$ cat config.mk
export PLATFORM = sky130hd
export DESIGN_NAME = fetch_skip_seq
export DESIGN_NICKNAME = d
export VERILOG_FILES = /design/src/rtl/fsq_pkg.sv /design/src/rtl/fsq_timer.sv /design/src/rtl/fsq_pc.sv /design/src/rtl/fsq_slot.sv /design/src/rtl/fetch_skip_seq.sv
export SDC_FILE = /design/constraint.sdc
export NUM_CORES = 1
export LEC_CHECK = 0
export ABC_CLOCK_PERIOD_IN_PS = 2100
export CAP_MARGIN = 20
export CORE_AREA = 2 2 73 75
export DETAILED_ROUTE_END_ITERATION = 7
export DIE_AREA = 0 0 75 77
export DONT_BUFFER_PORTS = 1
export GPL_ROUTABILITY_DRIVEN = 0
export HOLD_SLACK_MARGIN = 0.05
export PLACE_DENSITY = 0.71
export SLEW_MARGIN = 20
export SYNTH_ARGS = -nofsm -noshare
export SYNTH_HDL_FRONTEND = slang
export SYNTH_HIERARCHICAL = 1
export SYNTH_SLANG_ARGS = --single-unit
$ cat constraint.sdc
create_clock -name clk -period 2.1 [get_ports clk]
set_input_delay 0.315 -clock clk [delete_from_list [all_inputs] [get_ports clk]]
set_output_delay 0.315 -clock clk [all_outputs]
set_load 0.03 [all_outputs]
$ cat src/rtl/fsq_pkg.sv
package fsq_pkg;

  localparam int OPC_W = 8;

  typedef enum logic [0:0] {
    FS_OPC = 1'b0,
    FS_PRM = 1'b1
  } fs_state_e;

  localparam logic [OPC_W-1:0] OP_NOP      = 8'h00;
  localparam logic [OPC_W-1:0] OP_LONG_ONE = 8'h5F;
  localparam logic [3:0]       OP_LONG_GRP = 4'h7;

  function automatic logic is_two_byte(input logic [OPC_W-1:0] op);
    return (op == OP_LONG_ONE) || (op[7:4] == OP_LONG_GRP);
  endfunction

endpackage

$ cat src/rtl/fsq_timer.sv
module fsq_timer #(
  parameter int CNT_W = 16
) (
  input  logic             clk,
  input  logic             rst_n,
  input  logic             go,
  output logic             phase,
  output logic             byte_done,
  output logic [CNT_W-1:0] cyc_count
);

  logic             phase_q;
  logic [CNT_W-1:0] cnt_q;

  always_ff @(posedge clk) begin
    if (!rst_n) begin
      phase_q <= 1'b0;
      cnt_q   <= '0;
    end else begin
      if (go) phase_q <= ~phase_q;
      if (phase_q) cnt_q <= cnt_q + 1'b1;
    end
  end

  assign phase     = phase_q;
  assign byte_done = phase_q;
  assign cyc_count = cnt_q;

  // the second half of a machine cycle always finishes
  p_phase_advance_r2: assert property (@(posedge clk) disable iff (!rst_n)
    phase_q |=> !phase_q);

  p_count_step_r9: assert property (@(posedge clk) disable iff (!rst_n)
    byte_done |=> cnt_q == CNT_W'($past(cnt_q) + 1'b1));

  p_count_hold_r9: assert property (@(posedge clk) disable iff (!rst_n)
    !byte_done |=> $stable(cnt_q));

endmodule

$ cat src/rtl/fsq_pc.sv
module fsq_pc #(
  parameter int PU_W   = 2,
  parameter int PM_W   = 4,
  parameter int PL_W   = 6,
  parameter int RST_PU = 3,
  parameter int RST_PM = 7,
  parameter int RST_PL = 0
) (
  input  logic                     clk,
  input  logic                     rst_n,
  input  logic                     advance,
  output logic [PU_W+PM_W+PL_W-1:0] pc
);

  localparam int PC_W   = PU_W + PM_W + PL_W;
  localparam int PAGE_W = PU_W + PM_W;

  typedef logic [PL_W-1:0]   low_t;
  typedef logic [PAGE_W-1:0] page_t;

  localparam logic [PC_W-1:0] PC_ENTRY =
    {PU_W'(RST_PU), PM_W'(RST_PM), PL_W'(RST_PL)};

  page_t page_q;
  low_t  low_q;

  always_ff @(posedge clk) begin
    if (!rst_n) begin
      page_q <= PC_ENTRY[PC_W-1:PL_W];
      low_q  <= PC_ENTRY[PL_W-1:0];
    end else if (advance) begin
      low_q <= low_t'(low_q + 1'b1);
    end
  end

  assign pc = {page_q, low_q};

  p_page_kept_r4: assert property (@(posedge clk) disable iff (!rst_n)
    advance |=> pc[PC_W-1:PL_W] == $past(pc[PC_W-1:PL_W]));

  p_low_step_r4: assert property (@(posedge clk) disable iff (!rst_n)
    advance |=> pc[PL_W-1:0] == low_t'($past(pc[PL_W-1:0]) + 1'b1));

  p_pc_hold_r4: assert property (@(posedge clk) disable iff (!rst_n)
    !advance |=> $stable(pc));

endmodule

$ cat src/rtl/fsq_slot.sv
module fsq_slot #(
  parameter int OW = 8
) (
  input  logic          clk,
  input  logic          rst_n,
  input  logic          load,
  input  logic [OW-1:0] new_op,
  input  logic [OW-1:0] new_param,
  input  logic          out_ready,
  input  logic          skip_set,
  output logic          out_valid,
  output logic [OW-1:0] out_op,
  output logic [OW-1:0] out_param,
  output logic [OW-1:0] out_prev,
  output logic          out_exec
);

  logic          valid_q;
  logic          skip_q;
  logic          exec_q;
  logic [OW-1:0] op_q;
  logic [OW-1:0] param_q;
  logic [OW-1:0] prev_q;
  logic          hs;

  assign hs = valid_q && out_ready;

  always_ff @(posedge clk) begin
    if (!rst_n) begin
      valid_q <= 1'b0;
      exec_q  <= 1'b0;
      op_q    <= '0;
      param_q <= '0;
      prev_q  <= '0;
    end else if (load) begin
      valid_q <= 1'b1;
      prev_q  <= op_q;
      exec_q  <= ~skip_q;
      op_q    <= skip_q ? '0 : new_op;
      param_q <= skip_q ? '0 : new_param;
    end else if (hs) begin
      valid_q <= 1'b0;
    end
  end

  always_ff @(posedge clk) begin
    if (!rst_n)               skip_q <= 1'b0;
    else if (hs && skip_set)  skip_q <= 1'b1;
    else if (load)            skip_q <= 1'b0;
  end

  assign out_valid = valid_q;
  assign out_op    = op_q;
  assign out_param = param_q;
  assign out_prev  = prev_q;
  assign out_exec  = exec_q;

  p_hold_r8: assert property (@(posedge clk) disable iff (!rst_n)
    (valid_q && !out_ready) |=> (valid_q && $stable(op_q) && $stable(param_q)
                                 && $stable(prev_q) && $stable(exec_q)));

  p_no_overwrite_r8: assert property (@(posedge clk) disable iff (!rst_n)
    load |-> !valid_q);

  p_prev_track_r7: assert property (@(posedge clk) disable iff (!rst_n)
    load |=> prev_q == $past(op_q));

  p_skip_nop_r5: assert property (@(posedge clk) disable iff (!rst_n)
    (valid_q && !exec_q) |-> (op_q == '0 && param_q == '0));

  p_skip_once_r6: assert property (@(posedge clk) disable iff (!rst_n)
    ($rose(valid_q) && !exec_q) |-> !skip_q);

endmodule

$ cat src/rtl/fetch_skip_seq.sv
module fetch_skip_seq #(
  parameter int PU_W   = 2,
  parameter int PM_W   = 4,
  parameter int PL_W   = 6,
  parameter int RST_PU = 3,
  parameter int RST_PM = 7,
  parameter int RST_PL = 0,
  parameter int CNT_W  = 16
) (
  input  logic                      clk,
  input  logic                      rst_n,
  output logic                      mem_rd,
  output logic [PU_W+PM_W+PL_W-1:0] mem_addr,
  input  logic [7:0]                mem_rdata,
  input  logic                      skip_set,
  output logic                      ins_valid,
  input  logic                      ins_ready,
  output logic [7:0]                ins_opcode,
  output logic [7:0]                ins_param,
  output logic [7:0]                ins_prev,
  output logic                      ins_exec,
  output logic [CNT_W-1:0]          cycle_count
);
  import fsq_pkg::*;

  localparam int PC_W = PU_W + PM_W + PL_W;

  fs_state_e        state_q;
  logic [OPC_W-1:0] op_hold_q;
  logic             phase;
  logic             byte_done;
  logic             can_start;
  logic             go;
  logic             load;
  logic             long_op;
  logic [OPC_W-1:0] load_op;
  logic [OPC_W-1:0] load_param;
  logic [PC_W-1:0]  pc;

  // an opcode read may begin only when the slot is empty or draining now
  assign can_start = !ins_valid || ins_ready;
  assign go        = phase ? 1'b1 : ((state_q == FS_PRM) || can_start);
  assign mem_rd    = !phase && go;
  assign mem_addr  = pc;

  assign long_op    = is_two_byte(mem_rdata);
  assign load       = byte_done && ((state_q == FS_PRM) || !long_op);
  assign load_op    = (state_q == FS_PRM) ? op_hold_q : mem_rdata;
  assign load_param = (state_q == FS_PRM) ? mem_rdata : OP_NOP;

  always_ff @(posedge clk) begin
    if (!rst_n) begin
      state_q   <= FS_OPC;
      op_hold_q <= OP_NOP;
    end else if (byte_done) begin
      if (state_q == FS_OPC) begin
        op_hold_q <= mem_rdata;
        if (long_op) state_q <= FS_PRM;
      end else begin
        state_q <= FS_OPC;
      end
    end
  end

  fsq_timer #(.CNT_W(CNT_W)) u_timer (
    .clk       (clk),
    .rst_n     (rst_n),
    .go        (go),
    .phase     (phase),
    .byte_done (byte_done),
    .cyc_count (cycle_count)
  );

  fsq_pc #(
    .PU_W(PU_W), .PM_W(PM_W), .PL_W(PL_W),
    .RST_PU(RST_PU), .RST_PM(RST_PM), .RST_PL(RST_PL)
  ) u_pc (
    .clk     (clk),
    .rst_n   (rst_n),
    .advance (byte_done),
    .pc      (pc)
  );

  fsq_slot #(.OW(OPC_W)) u_slot (
    .clk       (clk),
    .rst_n     (rst_n),
    .load      (load),
    .new_op    (load_op),
    .new_param (load_param),
    .out_ready (ins_ready),
    .skip_set  (skip_set),
    .out_valid (ins_valid),
    .out_op    (ins_opcode),
    .out_param (ins_param),
    .out_prev  (ins_prev),
    .out_exec  (ins_exec)
  );

  p_single_read_r2: assert property (@(posedge clk) disable iff (!rst_n)
    mem_rd |=> !mem_rd);

  p_stall_no_read_r8: assert property (@(posedge clk) disable iff (!rst_n)
    (ins_valid && !ins_ready) |-> !mem_rd);

  p_param_after_long_r3: assert property (@(posedge clk) disable iff (!rst_n)
    (byte_done && state_q == FS_OPC && long_op) |=> (!load && mem_rd == !phase));

endmodule

==> impl_metrics.yaml <==
min_path:
  hold_class: "in2reg"
yosys:
  syn_area_um2: 2760
  synth-simple-area-share_pct: 25.7
  syn_area_per_cell_um2: 10.0
  synth.mux.area_fraction_pct: 8.34
  synth_cells: 275
  yosysWarnings: 6
  synth_compound_area_share_pct: 10.2
  ys_types: 45
  synthAdderAreaFrac_pct: 0.907
  ys_seq_area_share_pct: 42.8
  synth_top_family_by_area: "simple AND/OR/NAND/NOR gates"
  yosys.area_share.xor_xnor_pct: 5.08
  synth-seq-cells: 59
routing:
  via_count: 1839
  drt_iter0_drc: 106
  via_per_inst: 5.17
  wl_um: 5050
  wire_per_inst_um: 14.2
  drc: 0
  dr.pass1.iters: 4
  antenna_left: 0
sta:
  fin_setup_tns_ps: 0
  fin_skew_ps: 4.52
  report.final.setup_viol: 0
  hold_ws_ps: 105
  hold_violations: 0
  fin_crit_ps: 1720
  rsz0062_at_grt: "false"
  fin_crit_sh_pct: 82.0
  fmax_mhz: 581
  slew_viol_final: 0
grt:
  grt_max_degree: 65
  grt_pass1_vias: 1690
  antenna_found_initial: 0
  gr-usage-all-layers_pct: 18.7
  gr-total-overflow: 0
  grt_pass1_wl_um: 8160
cells_and_area:
  layout.nets: 295
  areaGrowthSynthToFinish_pct: 7.53
  antenna_cells: 0
  drive_gt1_share_pct: 22.0
  layout_commonest_cell: "dfxtp_1"
  mostFrequentLayoutCells: "dfxtp_1 (59), nand2_1 (24), nand3b_1 (18)"
  fin_cells: 356
worst_setup_path:
  critical_path_class: "reg2reg"
  critPathLaunchType: "flip-flop"
  critical_path.cell_chain: "clkinv_1 > a21oi_2 > buf_4 > nand2b_4 > o21ai_0"
  worst_ep_required_time_ps: 2360
  max_stage_delay_ps: 500
  crit_arrival_ps: 1980
  slowest_stage: "dfxtp_1"
  end_kind: "flip-flop"
  critPathMaxFanout: 17
cts:
  cts_setup_buffers: 0
  cts_made_buffers: 9
  cts.sinks: 59
  clock_latency_ps: 330
  clk_pin_slew_worst_paths_ps: 60
  cts_resized: 0
  root_buffer: "clkbuf_8"
  cts_buffer_depth: 2
  cts-htree-levels: 3
  cts_hold_buf: 0
  cts_tree: "done"
placed_design:
  numPortBuffers: 0
  dp_hpwl_um: 3360
  dp_cells: 340
flow_run:
  drv_cap: 0
floorplan:
  io_pins: 67
  initial_core_util_pct: 55.5
  rows: 26
  die_h_um: 77
  dieArea_um2: 5780
  core-area_um2: 4980
  die_w_um: 75
outcome:
  outcome: "finished, final reports clean"
power:
  p_per_area_nw_per_um2: 817
  p_leak_nw: 1.26
  ir_drop_uv: 537
==> worst max-delay path, delay by kind of cell, from the launching register on <==
| family | cells | cell delay [ps] |
|---|---|---|
| buffers and inverters | 2 | 550 |
| AND/OR/NAND/NOR | 1 | 190 |
| flip-flops | 1 | 500 |
| AO/OA/AOI/OAI | 2 | 410 |
==> sequential cells by signal (all words and copies together) (netlist names) <==
name,flops
u_timer/cyc_count,16
op_hold_q,8
u_slot/out_op,8
u_slot/out_param,8
u_slot/out_prev,8
u_pc/low_q,6
state_q,1
u_slot/out_exec,1
u_slot/out_valid,1
u_slot/skip_q,1
u_timer/byte_done,1
==> power breakdown <==
part	switching (mW)	total [mW]	internal (mW)	leakage, nW
logic	0.132	0.252	0.120	0.687
registers	0.0984	1.27	1.17	0.480
clock network	0.414	0.904	0.490	0.0905
total	0.645	2.43	1.78	1.26
==> path summary, 6_finish.rpt <==
kind,startpoint,end,slack [ps],cells after the start
worst max-delay path,u_timer/byte_done,u_slot/out_param[7],380,5
worst min-delay path,rst_n,u_pc/low_q[3],110,1
worst max register to register,u_timer/byte_done,u_slot/out_param[7],380,5
worst min register to register,u_slot/skip_q,u_slot/skip_q,470,2
==> stage by stage <==
step / total power [mW] / utilization, % / worst slack (ps) / area, um^2
global placement: 1.54 / 56.2 / 432 / 2800
finish: 2.43 / 59.6 / 379 / 2970
CTS: 2.46 / 59.6 / 361 / 2970
detailed placement: 1.55 / 56.2 / 382 / 2800
global route: 2.55 / 59.6 / 179 / 2970
floorplan: 1.54 / - / 442 / 2780
==> final cells by class <==
class                   instances  area [um^2]
inverters                       2         7.51
fillers                       454         2010
flip-flops and latches         59         1180
clock inverters                 2         10.0
multi-input cells             195         1410
well taps                      70         87.6
clock buffers                  14          163
repair buffers                 14          105
==> kinds of logic (layout without fill, tap and decap cells) <==
group,count (synthesis),count (layout)
other,2,6
XOR/XNOR,16,16
flip-flops,59,59
AO/OA/AOI/OAI,37,37
multiplexers,19,19
buffers and inverters,25,32
AND/OR/NAND/NOR,115,115
adder cells (fa/ha/maj),2,2
==> routing by layer <==
layer  GRT usage [%]  share of wire [%]  up-vias
met3            6.31                5.7        8
li1                -                  -      943
met2            28.8                 48       47
met1            22.8                 45      841
met5               0                  0        -
met4            9.64                1.8        0
==> synthesized netlist by cell type <==
library cell  instances  area share (%)
a41o_1                2            0.73
and2_2                2            0.54
xor2_1               10             3.2
and2_1               12             2.7
buf_1                 1            0.14
clkbuf_1              1            0.14
inv_1                 1            0.14
buf_6                 5             2.0
clkinv_1              1            0.14
dfxtp_1              59              43
mux2_4                8             4.4
nand4_1               7             1.6
nand3_1               3            0.54
nand2_1              24             3.3
a21boi_1              1            0.27
buf_2                 5            0.91
and3_1                1            0.23
xnor2_1               6             1.9
mux2i_1              11             4.0
o21ai_2               9             2.9
nor2_1               15             2.0
o211a_1               8             2.9
and3b_1               1            0.32
o21a_1                1            0.27
conb_1                2            0.27
and3_2                1            0.27
nor2b_1              10             2.3
and4_1                2            0.63
o21bai_1              1            0.27
nand4_2               1            0.45
o21ai_0              10             1.8
a21boi_2              1            0.41
and4bb_2              1            0.45
or3_1                 3            0.68
buf_8                 1            0.54
clkbuf_2              1            0.18
nand3b_1             18             4.9
or2_2                 8             1.8
a21oi_1               4            0.73
nand2b_1              1            0.23
ha_1                  2            0.91
buf_4                 9             2.4
nand2b_4              2             1.0
nor4_1                1            0.23
nand4_4               2             1.5
Power figures use the tool's default switching activity.
